[src/rtl/frb_pkg.sv]
package frb_pkg;
    typedef enum logic [2:0] {
        ST_IDLE,
        ST_DEMAND,
        ST_PREF,
        ST_PWAIT,
        ST_PDROP
    } frb_state_e;

    typedef enum logic [1:0] {
        SRC_CUR,
        SRC_NXT,
        SRC_FLASH
    } frb_src_e;

    localparam logic [1:0] POL_CACHE  = 2'b00;
    localparam logic [1:0] POL_BYPASS = 2'b01;
    localparam logic [1:0] POL_PREF   = 2'b10;
    localparam logic [1:0] POL_BAD    = 2'b11;
endpackage

[src/rtl/frb_policy.sv]
module frb_policy
    import frb_pkg::*;
(
    input  logic       clk,
    input  logic       rst_n,
    input  logic [1:0] pol,
    output logic       cache_en,
    output logic       pf_en,
    output logic       bypass,
    output logic       pol_err
);
    logic bad;

    always_comb begin
        cache_en = 1'b0;
        pf_en    = 1'b0;
        bypass   = 1'b0;
        bad      = 1'b0;
        unique case (pol)
            POL_CACHE:  cache_en = 1'b1;
            POL_BYPASS: bypass   = 1'b1;
            POL_PREF: begin
                cache_en = 1'b1;
                pf_en    = 1'b1;
            end
            POL_BAD: begin
                cache_en = 1'b1;
                bad      = 1'b1;
            end
        endcase
    end

    always_ff @(posedge clk) begin
        if (!rst_n) pol_err <= 1'b0;
        else        pol_err <= bad;
    end
endmodule

[src/rtl/frb_linebuf.sv]
module frb_linebuf #(
    parameter int TAG_W  = 18,
    parameter int LINE_W = 512
) (
    input  logic              clk,
    input  logic              rst_n,
    input  logic              ld,
    input  logic [TAG_W-1:0]  ld_tag,
    input  logic [LINE_W-1:0] ld_data,
    input  logic              inv,
    output logic              vld,
    output logic [TAG_W-1:0]  tag,
    output logic [LINE_W-1:0] data
);
    always_ff @(posedge clk) begin
        if (!rst_n) begin
            vld <= 1'b0;
            tag <= '0;
        end else if (ld) begin
            vld <= 1'b1;
            tag <= ld_tag;
        end else if (inv) begin
            vld <= 1'b0;
        end
    end

    always_ff @(posedge clk) begin
        if (ld) data <= ld_data;
    end
endmodule

[src/rtl/frb_fsm.sv]
module frb_fsm
    import frb_pkg::*;
#(
    parameter int TAG_W = 18,
    parameter int WD_W  = 4
) (
    input  logic             clk,
    input  logic             rst_n,
    input  logic             cache_en,
    input  logic             pf_en,
    input  logic             rd_req,
    input  logic [TAG_W-1:0] req_tag,
    input  logic [WD_W-1:0]  req_wd,
    input  logic             cur_vld,
    input  logic [TAG_W-1:0] cur_tag,
    input  logic             nxt_vld,
    input  logic [TAG_W-1:0] nxt_tag,
    input  logic             fl_ack,
    output logic             rd_rdy,
    output logic             fl_req,
    output logic [TAG_W-1:0] fl_tag,
    output logic             cur_ld,
    output logic             cur_src_nxt,
    output logic [TAG_W-1:0] cur_ld_tag,
    output logic             nxt_ld,
    output logic [TAG_W-1:0] nxt_ld_tag,
    output logic             nxt_inv,
    output logic             resp_fire,
    output frb_src_e         resp_src,
    output logic [WD_W-1:0]  resp_wd
);
    frb_state_e       state, state_d;
    logic [TAG_W-1:0] pend_tag, pf_tag, pf_val;
    logic [WD_W-1:0]  pend_wd;
    logic             cap, pf_set;
    logic             cur_hit, nxt_hit, pf_match;

    assign cur_hit  = cur_vld && (cur_tag == req_tag);
    assign nxt_hit  = nxt_vld && (nxt_tag == req_tag);
    assign pf_match = (req_tag == pf_tag);
    assign nxt_ld_tag = pf_tag;

    always_ff @(posedge clk) begin
        if (!rst_n) begin
            state    <= ST_IDLE;
            pend_tag <= '0;
            pend_wd  <= '0;
            pf_tag   <= '0;
        end else begin
            state <= state_d;
            if (cap) begin
                pend_tag <= req_tag;
                pend_wd  <= req_wd;
            end
            if (pf_set) pf_tag <= pf_val;
        end
    end

    always_comb begin
        state_d     = state;
        rd_rdy      = 1'b0;
        fl_req      = 1'b0;
        fl_tag      = pf_tag;
        cur_ld      = 1'b0;
        cur_src_nxt = 1'b0;
        cur_ld_tag  = req_tag;
        nxt_ld      = 1'b0;
        nxt_inv     = 1'b0;
        resp_fire   = 1'b0;
        resp_src    = SRC_CUR;
        resp_wd     = req_wd;
        cap         = 1'b0;
        pf_set      = 1'b0;
        pf_val      = pf_tag + 1'b1;
        unique case (state)
            ST_IDLE: begin
                rd_rdy = 1'b1;
                if (rd_req) begin
                    if (cur_hit) begin
                        resp_fire = 1'b1;
                    end else if (nxt_hit) begin
                        resp_fire   = 1'b1;
                        resp_src    = SRC_NXT;
                        cur_ld      = 1'b1;
                        cur_src_nxt = 1'b1;
                        nxt_inv     = 1'b1;
                        if (pf_en) begin
                            pf_set  = 1'b1;
                            pf_val  = req_tag + 1'b1;
                            state_d = ST_PREF;
                        end
                    end else begin
                        cap     = 1'b1;
                        state_d = ST_DEMAND;
                    end
                end
            end
            ST_DEMAND: begin
                fl_req = 1'b1;
                fl_tag = pend_tag;
                if (fl_ack) begin
                    resp_fire  = 1'b1;
                    resp_src   = SRC_FLASH;
                    resp_wd    = pend_wd;
                    cur_ld     = cache_en;
                    cur_ld_tag = pend_tag;
                    nxt_inv    = 1'b1;
                    if (pf_en) begin
                        pf_set  = 1'b1;
                        pf_val  = pend_tag + 1'b1;
                        state_d = ST_PREF;
                    end else begin
                        state_d = ST_IDLE;
                    end
                end
            end
            ST_PREF: begin
                rd_rdy = 1'b1;
                fl_req = 1'b1;
                nxt_ld = fl_ack && pf_en;
                if (rd_req && cur_hit) begin
                    resp_fire = 1'b1;
                    if (fl_ack) state_d = ST_IDLE;
                end else if (rd_req && pf_match) begin
                    if (fl_ack) begin
                        resp_fire  = 1'b1;
                        resp_src   = SRC_FLASH;
                        cur_ld     = cache_en;
                        cur_ld_tag = pf_tag;
                        nxt_ld     = 1'b0;
                        nxt_inv    = 1'b1;
                        if (pf_en) pf_set  = 1'b1;
                        else       state_d = ST_IDLE;
                    end else begin
                        cap     = 1'b1;
                        state_d = ST_PWAIT;
                    end
                end else if (rd_req) begin
                    cap     = 1'b1;
                    state_d = fl_ack ? ST_DEMAND : ST_PDROP;
                end else if (fl_ack) begin
                    state_d = ST_IDLE;
                end
            end
            ST_PWAIT: begin
                fl_req = 1'b1;
                if (fl_ack) begin
                    resp_fire  = 1'b1;
                    resp_src   = SRC_FLASH;
                    resp_wd    = pend_wd;
                    cur_ld     = cache_en;
                    cur_ld_tag = pf_tag;
                    nxt_inv    = 1'b1;
                    if (pf_en) begin
                        pf_set  = 1'b1;
                        state_d = ST_PREF;
                    end else begin
                        state_d = ST_IDLE;
                    end
                end
            end
            ST_PDROP: begin
                fl_req = 1'b1;
                if (fl_ack) state_d = ST_DEMAND;
            end
            default: state_d = ST_IDLE;
        endcase
    end

    AST_TAG_HOLD: assert property (@(posedge clk) disable iff (!rst_n)
        fl_req && !fl_ack |=> fl_req && $stable(fl_tag));

    AST_WAIT_NO_REFETCH: assert property (@(posedge clk) disable iff (!rst_n)
        state == ST_PREF && rd_req && !cur_hit && pf_match && !fl_ack
        |=> state == ST_PWAIT && fl_tag == $past(fl_tag));

    AST_DROP_THEN_DEMAND: assert property (@(posedge clk) disable iff (!rst_n)
        state == ST_PDROP && fl_ack |=> state == ST_DEMAND && fl_tag == $past(pend_tag));
endmodule

[src/rtl/flash_rdbuf.sv]
module flash_rdbuf
    import frb_pkg::*;
#(
    parameter int ADDR_W     = 24,
    parameter int LINE_BYTES = 64,
    parameter int WORD_W     = 32
) (
    input  logic                                 clk,
    input  logic                                 rst_n,
    input  logic [1:0]                           pol,
    output logic                                 pol_err,
    input  logic                                 rd_req,
    input  logic [ADDR_W-1:0]                    rd_addr,
    output logic                                 rd_rdy,
    output logic                                 rd_vld,
    output logic [WORD_W-1:0]                    rd_data,
    output logic                                 fl_req,
    output logic [ADDR_W-$clog2(LINE_BYTES)-1:0] fl_tag,
    input  logic                                 fl_ack,
    input  logic [LINE_BYTES*8-1:0]              fl_line
);
    localparam int OFF_W  = $clog2(LINE_BYTES);
    localparam int TAG_W  = ADDR_W - OFF_W;
    localparam int LINE_W = LINE_BYTES * 8;
    localparam int BYTE_W = $clog2(WORD_W / 8);
    localparam int WD_W   = OFF_W - BYTE_W;

    logic              cache_en, pf_en, bypass;
    logic [TAG_W-1:0]  req_tag;
    logic [WD_W-1:0]   req_wd;
    logic              unused_lo;

    logic              cur_vld, nxt_vld;
    logic [TAG_W-1:0]  cur_tag, nxt_tag;
    logic [LINE_W-1:0] cur_data, nxt_data, cur_ld_data;

    logic              cur_ld, cur_src_nxt, nxt_ld, nxt_inv, resp_fire;
    logic [TAG_W-1:0]  cur_ld_tag, nxt_ld_tag;
    frb_src_e          resp_src;
    logic [WD_W-1:0]   resp_wd;
    logic [LINE_W-1:0] resp_line;

    assign req_tag   = rd_addr[ADDR_W-1:OFF_W];
    assign req_wd    = rd_addr[OFF_W-1:BYTE_W];
    assign unused_lo = ^rd_addr[BYTE_W-1:0];

    frb_policy u_pol (
        .clk(clk), .rst_n(rst_n), .pol(pol),
        .cache_en(cache_en), .pf_en(pf_en), .bypass(bypass), .pol_err(pol_err)
    );

    assign cur_ld_data = cur_src_nxt ? nxt_data : fl_line;

    frb_linebuf #(.TAG_W(TAG_W), .LINE_W(LINE_W)) u_cur (
        .clk(clk), .rst_n(rst_n), .ld(cur_ld), .ld_tag(cur_ld_tag),
        .ld_data(cur_ld_data), .inv(bypass),
        .vld(cur_vld), .tag(cur_tag), .data(cur_data)
    );

    frb_linebuf #(.TAG_W(TAG_W), .LINE_W(LINE_W)) u_nxt (
        .clk(clk), .rst_n(rst_n), .ld(nxt_ld), .ld_tag(nxt_ld_tag),
        .ld_data(fl_line), .inv(nxt_inv || bypass),
        .vld(nxt_vld), .tag(nxt_tag), .data(nxt_data)
    );

    frb_fsm #(.TAG_W(TAG_W), .WD_W(WD_W)) u_fsm (
        .clk(clk), .rst_n(rst_n), .cache_en(cache_en), .pf_en(pf_en),
        .rd_req(rd_req), .req_tag(req_tag), .req_wd(req_wd),
        .cur_vld(cur_vld), .cur_tag(cur_tag), .nxt_vld(nxt_vld), .nxt_tag(nxt_tag),
        .fl_ack(fl_ack), .rd_rdy(rd_rdy), .fl_req(fl_req), .fl_tag(fl_tag),
        .cur_ld(cur_ld), .cur_src_nxt(cur_src_nxt), .cur_ld_tag(cur_ld_tag),
        .nxt_ld(nxt_ld), .nxt_ld_tag(nxt_ld_tag), .nxt_inv(nxt_inv),
        .resp_fire(resp_fire), .resp_src(resp_src), .resp_wd(resp_wd)
    );

    always_comb begin
        unique case (resp_src)
            SRC_CUR:   resp_line = cur_data;
            SRC_NXT:   resp_line = nxt_data;
            SRC_FLASH: resp_line = fl_line;
            default:   resp_line = fl_line;
        endcase
    end

    always_ff @(posedge clk) begin
        if (!rst_n) begin
            rd_vld  <= 1'b0;
            rd_data <= '0;
        end else begin
            rd_vld <= resp_fire;
            if (resp_fire) rd_data <= resp_line[resp_wd*WORD_W +: WORD_W];
        end
    end

    AST_BYPASS_CLEAR: assert property (@(posedge clk) disable iff (!rst_n)
        pol == POL_BYPASS |=> !cur_vld && !nxt_vld);

    AST_PF_NEEDS_POL: assert property (@(posedge clk) disable iff (!rst_n)
        nxt_ld |-> pol == POL_PREF);

    AST_BAD_POL_FLAG: assert property (@(posedge clk) disable iff (!rst_n)
        pol == POL_BAD |=> pol_err);

    AST_ACCEPT_ANSWERS: assert property (@(posedge clk) disable iff (!rst_n)
        rd_req && rd_rdy |=> rd_vld || !rd_rdy);

    AST_HIT_NO_FETCH: assert property (@(posedge clk) disable iff (!rst_n)
        !fl_req && rd_req && rd_rdy && cur_vld && cur_tag == req_tag |=> rd_vld && !fl_req);
endmodule

[config.mk]
export PLATFORM = sky130hd
export DESIGN_NAME = flash_rdbuf
export DESIGN_NICKNAME = d
export VERILOG_FILES = /design/src/rtl/frb_pkg.sv /design/src/rtl/frb_policy.sv /design/src/rtl/frb_linebuf.sv /design/src/rtl/frb_fsm.sv /design/src/rtl/flash_rdbuf.sv
export SDC_FILE = /design/constraint.sdc
export NUM_CORES = 2
export LEC_CHECK = 0
export BUFFER_PORTS_ARGS = -buffer_cell sky130_fd_sc_hd__buf_4
export CAP_MARGIN = 10
export CORE_MARGIN = 2
export CORE_UTILIZATION = 30
export CTS_CLUSTER_DIAMETER = 200
export DETAILED_ROUTE_END_ITERATION = 16
export HOLD_SLACK_MARGIN = 0.06
export SLEW_MARGIN = 10
export SYNTH_ARGS = -nofsm -noshare
export SYNTH_HDL_FRONTEND = slang
export SYNTH_HIERARCHICAL = 1
export SYNTH_SLANG_ARGS = --single-unit
[constraint.sdc]
create_clock -name clk -period 33.7 [get_ports clk]
set_input_delay 3.37 -clock clk [delete_from_list [all_inputs] [get_ports clk]]
set_output_delay 3.37 -clock clk [all_outputs]
set_load 0.1 [all_outputs]
Word-level counts from Yosys, hierarchy flattened
Index checks and enable logic that the tools add are counted.
{ "word_totals": {"elab_cells": 135, "input_bits": 542, "ff_bits": 1139, "out_inout_bits": 54} }
{ "op_classes": {"n_shift": 1, "n_reduce_logical": 16, "n_eq_ne": 17, "muxes": 85, "addsub": 3} }
{ "op_table": {"columns": ["operator", "count"], "rows": [
  ["512-bit case mux with 2 select lines", 1],
  ["512-bit two-way mux", 1],
  ["512-bit by 10-bit variable part select with 32-bit output", 1],
  ["18-bit two-way mux", 11],
  ["18-bit by 1-bit adder with 18-bit output, second input constant", 3],
  ["18-bit == test", 3],
  ["18-bit case mux with 3 select lines", 1],
  ["1-bit two-way mux", 42],
  ["3-bit two-way mux", 13],
  ["18-bit case mux with 2 select lines", 1],
  ["2-bit two-way mux", 6],
  ["1-bit case mux with 3 select lines", 4],
  ["3-bit case mux with 4 select lines", 1],
  ["4-bit two-way mux", 2],
  ["3-bit by 2-bit == test with 1-bit output, second input constant", 2],
  ["2-bit != test, second input constant", 3],
  ["2-bit case mux with 3 select lines", 1],
  ["6-bit AND reduction", 1],
  ["1-bit logical AND", 5],
  ["5-bit != test, second input constant", 1],
  ["2-bit by 1-bit == test with 1-bit output, second input constant", 2],
  ["2-bit == test, second input constant", 2],
  ["2-bit logical NOT", 2],
  ["2-bit nonzero test", 2],
  ["10 further kinds", 11]
]} }

Depth between registers and ports, before layout
{ "logic_depth": {"ltp_word": 9, "depth_mapped": 16, "mapped_depth_nobuf": 11} }

Modules after synthesis
The synthesis kept the hierarchy.
{ "modules_own_cells": {"columns": ["module", "cells_per_inst", "seq_area_each_um2", "n_inst", "area_per_inst_um2"], "rows": [
  ["frb_linebuf", 572, 15755.1, 2, 16096.7],
  ["flash_rdbuf", 1850, 660.6, 1, 20915.1],
  ["frb_fsm", 709, 860.8, 1, 4902.2],
  ["frb_policy", 5, 20.0, 1, 48.8]
]} }

Least setup slack after synthesis
No wires, ideal clock.
{ "synth_timing": {"path_kind": "in2reg", "startpoint": "in rd_addr[6]", "endpoint": "reg u_nxt.tag[12]", "n_path_buf": 3, "setup_slack_ns": 5.737, "setup_time_ns": 0.116, "required_time_ns": 33.584, "arrival_time_ns": 27.847, "stages": 11, "cell_sequence": "buf_2 xor2_1 nor4_2 and4_1 a211oi_2 or2_2 nor2_1 buf_6 buf_12 mux2i_1 nor2b_1"} }
{ "synth_between": {"elab_chain_cells": 5, "elab_cells_between_ends": 8, "classes_between": "eq/ne: 2; mux: 3; reduce/logical: 3"} }
{ "synth_lines": {"columns": ["element", "line_no", "rtl"], "rows": [
  ["from (decl)", "flash_rdbuf.sv:13", "input logic [ADDR_W-1:0] rd_addr,"],
  ["18-bit == test (on tied branches)", "frb_fsm.sv:40, frb_fsm.sv:38", null],
  ["1-bit logical AND (on tied branches)", "frb_fsm.sv:124, frb_fsm.sv:38", null],
  ["1-bit two-way mux or 1-bit logical AND (tied branches)", "frb_fsm.sv:124, frb_fsm.sv:121", null],
  ["1-bit two-way mux *", "frb_fsm.sv:121", "if (rd_req && cur_hit) begin"],
  ["1-bit two-way mux *", "frb_fsm.sv:75", "unique case (state)"],
  ["net nxt_ld", "flash_rdbuf.sv:37", "logic cur_ld, cur_src_nxt, nxt_ld, nxt_inv, resp_fire;"],
  ["to (signal assigned)", "frb_linebuf.sv:21", "tag <= ld_tag;"],
  ["to (decl)", "frb_linebuf.sv:12", "output logic [TAG_W-1:0] tag,"]
]} }
The timed path passes the listed nets; every way through them passes the cells marked *.
A chain may end at the register's enable or synchronous reset.

Final worst setup path
{ "layout_timing": {"startpoint": "in rd_addr[6]", "endpoint": "reg u_nxt.data[251] (enable)"} }
{ "layout_between": {"elab_chain_cells": 5, "elab_cells_between_ends": 8, "classes_between": "eq/ne: 2; mux: 3; reduce/logical: 3"} }
{ "layout_lines": {"columns": ["element", "line_no", "rtl"], "rows": [
  ["18-bit == test (on tied branches)", "frb_fsm.sv:40, frb_fsm.sv:38", null],
  ["1-bit logical AND (on tied branches)", "frb_fsm.sv:124, frb_fsm.sv:38", null],
  ["1-bit two-way mux or 1-bit logical AND (tied branches)", "frb_fsm.sv:124, frb_fsm.sv:121", null],
  ["1-bit two-way mux *", "frb_fsm.sv:121", null],
  ["1-bit two-way mux *", "frb_fsm.sv:75", null],
  ["net nxt_ld", "flash_rdbuf.sv:37", null],
  ["to (signal assigned)", "frb_linebuf.sv:28", "if (ld) data <= ld_data;"],
  ["to (decl)", "frb_linebuf.sv:13", "output logic [LINE_W-1:0] data"]
]} }
Marks and branches as above.

==> flow_summary.toml <==
[status]
outcome = "complete, no violations"

[pwr]
max-vdd-ir-drop_v = 0.0000378
power_density_nw_per_um2 = 51.4
leakage_nw = 22.7

[finish]
postLayoutCoreUtil = 0.358
drive_gt1_frac = 0.452
fin_nets = 4757
area_delta_synth_final_pct = 18.8
multi_input_area_um2 = 23200
layout.area.seq_um2 = 33100
filler_cell_count = 18400

[sta]
finalMaxSlewViolations = 0
fmaxAchievable_mhz = 111
timing_hold_violations_final = 0
worstMarginPinSlew_ps = 1340
rsz_0062_raised_after_global_routing = "false"
min_period_over_period = 0.266
final.setup.tns_ps = 0
setup_violations = 0
finClkSkew_ps = 34.9
finalCriticalPeriod_ps = 8980
relSlewSlack = 0.101

[global_routing]
antenna_found_initial = 53
track_usage = 0.180
grt_pass1_wl_um = 261000
grt_pass1_vias = 36700
grt_max_degree = 130
grt.overflow.total = 0

[clock_network]
numClockSinks = 1139
cts-htree-levels = 4
clock_latency_ps = 810
ctsResizeCount = 0
clock_input_transition_at_the_sequential_cells_of_the_worst_setup_and_hold_paths_ps = 60
cts_tree = "yes"
post_cts.repair.setup_buffers = 0
ctsLongestPathBuffers = 3
cts-hold-fix-buffers = 0
cts_made_buffers = 138
cts_root_buf = "clkbuf_16"

[route]
num_vias = 36000
detailedRoute.firstPassIterationCount = 5
wl_per_cell_um = 26.5
post_drt_via_cell_ratio = 5.24
antenna_left = 0
drc = 0
drt-initial-drc-count = 2909
totalWireLength_um = 182000

[logic_synthesis]
synth.cells.most_frequent = "edfxtp_1, mux2_2, mux4_2, mux2i_1, clkbuf_1"
postSynthAreaPerCell_um2 = 15.7
postSynthNetCount = 4253
synthArstFlopShare = 0
netlist_instances = 3708
synth_enable_flop_cells = 1024
ys_warn_count = 6
yosysTopAreaCellShare = 0.530
synth.ff_latch_count = 1139
netlist-cell-type-count = 89
ys_seq_area_frac = 0.569
netlist.top_cell.by_area = "edfxtp_1"
synth_most_common_cell = "edfxtp_1"
netlist_top_cells_area = "edfxtp_1, mux2_2, mux4_2, dfxtp_1, mux2i_1"
synth_area_um2 = 58100
synthFlopType = "edfxtp_1"

[critical_path]
r2r_end = "u_nxt/data[251]"
crit_arrival_ps = 9390
worst_path_fanout_max = 67
critPathLaunch = "rd_addr[6]"
endpoint = "u_nxt/data[251]"
worst_setup_end_kind = "flip-flop"
r2r.worst_path.cells = 10
worst_ep_required_time_ps = 34110
reg2reg_setup_slack_ps = 27220
path_class = "in -> reg"
cp-start-kind = "input port"
r2r-start = "u_cur/tag[0]"

[worst_hold_path]
min_path_type = "reg -> reg"

[floorplanning]
initial_standard_cell_utilization_of_the_core = 0.302
design.die.area_um2 = 197000
core_um2 = 192000
dieHeight_um = 444
die_width_um = 444
placement_rows = 161
pin_count = 596

[placed_design]
gp_routability_congestion = 0.921
placement.io_buffers = 593
place.detailed.hpwl_um = 124000

[flow_run]
max-cap-violations = 0
-- per-stage QoR --
step | setup slack, ps | std cells | total power, W | instance area, µm² | hold slack (ps)
after floorplan | 5740 | 3708 | 0.00197 | 58100 | 444
after global placement | 24000 | 6598 | 0.00212 | 64500 | 467
after detailed placement | 23960 | 6598 | 0.00213 | 64500 | 469
after CTS | 24810 | 6848 | 0.00359 | 68900 | 477
after global routing | 24530 | 6871 | 0.00367 | 68900 | 517
final | 24720 | 6873 | 0.00354 | 68900 | 475
-- state kept, by name, indices dropped and copies added (netlist names) --
signal / flops
u_fsm/nxt_ld_tag: 18
u_nxt/tag: 18
u_nxt/vld: 1
u_nxt/data: 512
u_cur/vld: 1
u_pol/pol_err: 1
u_cur/tag: 18
rd_data: 32
u_cur/data: 512
u_fsm/pend_tag: 18
u_fsm/pend_wd: 4
u_fsm/state: 3
rd_vld: 1
-- worst min-delay path by stage --
stage / from / cells after the start / slack [ps] / to
finish: u_fsm/pend_wd[3] / 2 / 480 / u_fsm/pend_wd[3]
global route: u_fsm/pend_wd[1] / 2 / 520 / u_fsm/pend_wd[1]
CTS: u_fsm/pend_wd[3] / 2 / 480 / u_fsm/pend_wd[3]
detailed placement: u_fsm/pend_wd[3] / 2 / 470 / u_fsm/pend_wd[3]
global placement: u_fsm/pend_wd[3] / 2 / 470 / u_fsm/pend_wd[3]
floorplan: u_fsm/pend_wd[0] / 2 / 440 / u_fsm/pend_wd[0]
-- area by class of cell --
class,count,share of cell area
Antenna cell,25,0.000907
Clock buffer,175,0.0533
Clock inverter,75,0.00989
Inverter,27,0.00147
Multi-Input combinational cell,2240,0.336
Sequential cell,1139,0.479
Tap cell,2526,0.0458
Timing Repair Buffer,666,0.0729
-- per-layer routing --
metal,GRT usage,vias up,share of wire
met1,0.231,18600,0.41
met3,0.0480,261,0.071
met2,0.294,1098,0.49
li1,-,16000,-
met4,0.0592,52,0.026
met5,0,-,0.0017
-- cells in the final DEF (no fill, tap or decap), types with 8 or more instances in the layout --
cell type / Yosys / routed
nand3_1: 50 / 50
a221oi_1: 37 / 37
a31oi_1: 35 / 35
and3_1: 11 / 11
o211ai_1: 35 / 35
or3_1: 8 / 8
inv_1: 27 / 27
dfxtp_1: 115 / 115
a21oi_1: 43 / 43
a21o_1: 32 / 32
clkinv_2: 0 / 20
o21ai_0: 92 / 90
mux4_2: 224 / 224
o22ai_1: 46 / 46
buf_4: 29 / 664
xnor2_1: 34 / 34
o31ai_1: 20 / 20
xor2_1: 54 / 54
clkinv_1: 0 / 32
mux2i_1: 138 / 138
a2111oi_2: 32 / 32
o221ai_1: 45 / 45
o22a_1: 11 / 11
nor4_1: 11 / 11
mux2_2: 806 / 806
nand4_1: 18 / 18
nor3_1: 14 / 14
nand2b_1: 39 / 39
nor2_1: 71 / 70
clkbuf_1: 128 / 32
nand2_1: 108 / 105
mux2_1: 58 / 58
bufinv_16: 0 / 8
edfxtp_1: 1024 / 1024
clkbuf_16: 0 / 141
a221o_1: 34 / 34
nor2b_1: 43 / 42
diode_2: 0 / 25
-- logic make-up after synthesis --
group,Yosys count,synth area share
muxes,1226,0.278
DFF,1139,0.569
AOI/OAI and AO/OA,510,0.0680
and+or+nand+nor,413,0.0373
buffers and inverters,329,0.0332
xor gates and xnor gates,88,0.0133
adders and majority gates,3,0.000647
-- where the power goes --
part           internal [W]  leakage [nW]  total, W  switching, W
registers           0.00160          10.2   0.00161     0.0000190
clock network      0.000837          2.12   0.00145      0.000613
logic              0.000202          10.4  0.000477      0.000276
-- critical path: stages --
cell	delay [ps]
buf_4	190
xor2_1	210
nor4_2	570
and4_1	410
a211oi_2	170
or2_2	370
nor2_4	660
buf_4	630
buf_4	810
buf_4	950
buf_4	790
(Power assumes the default switching activity.)
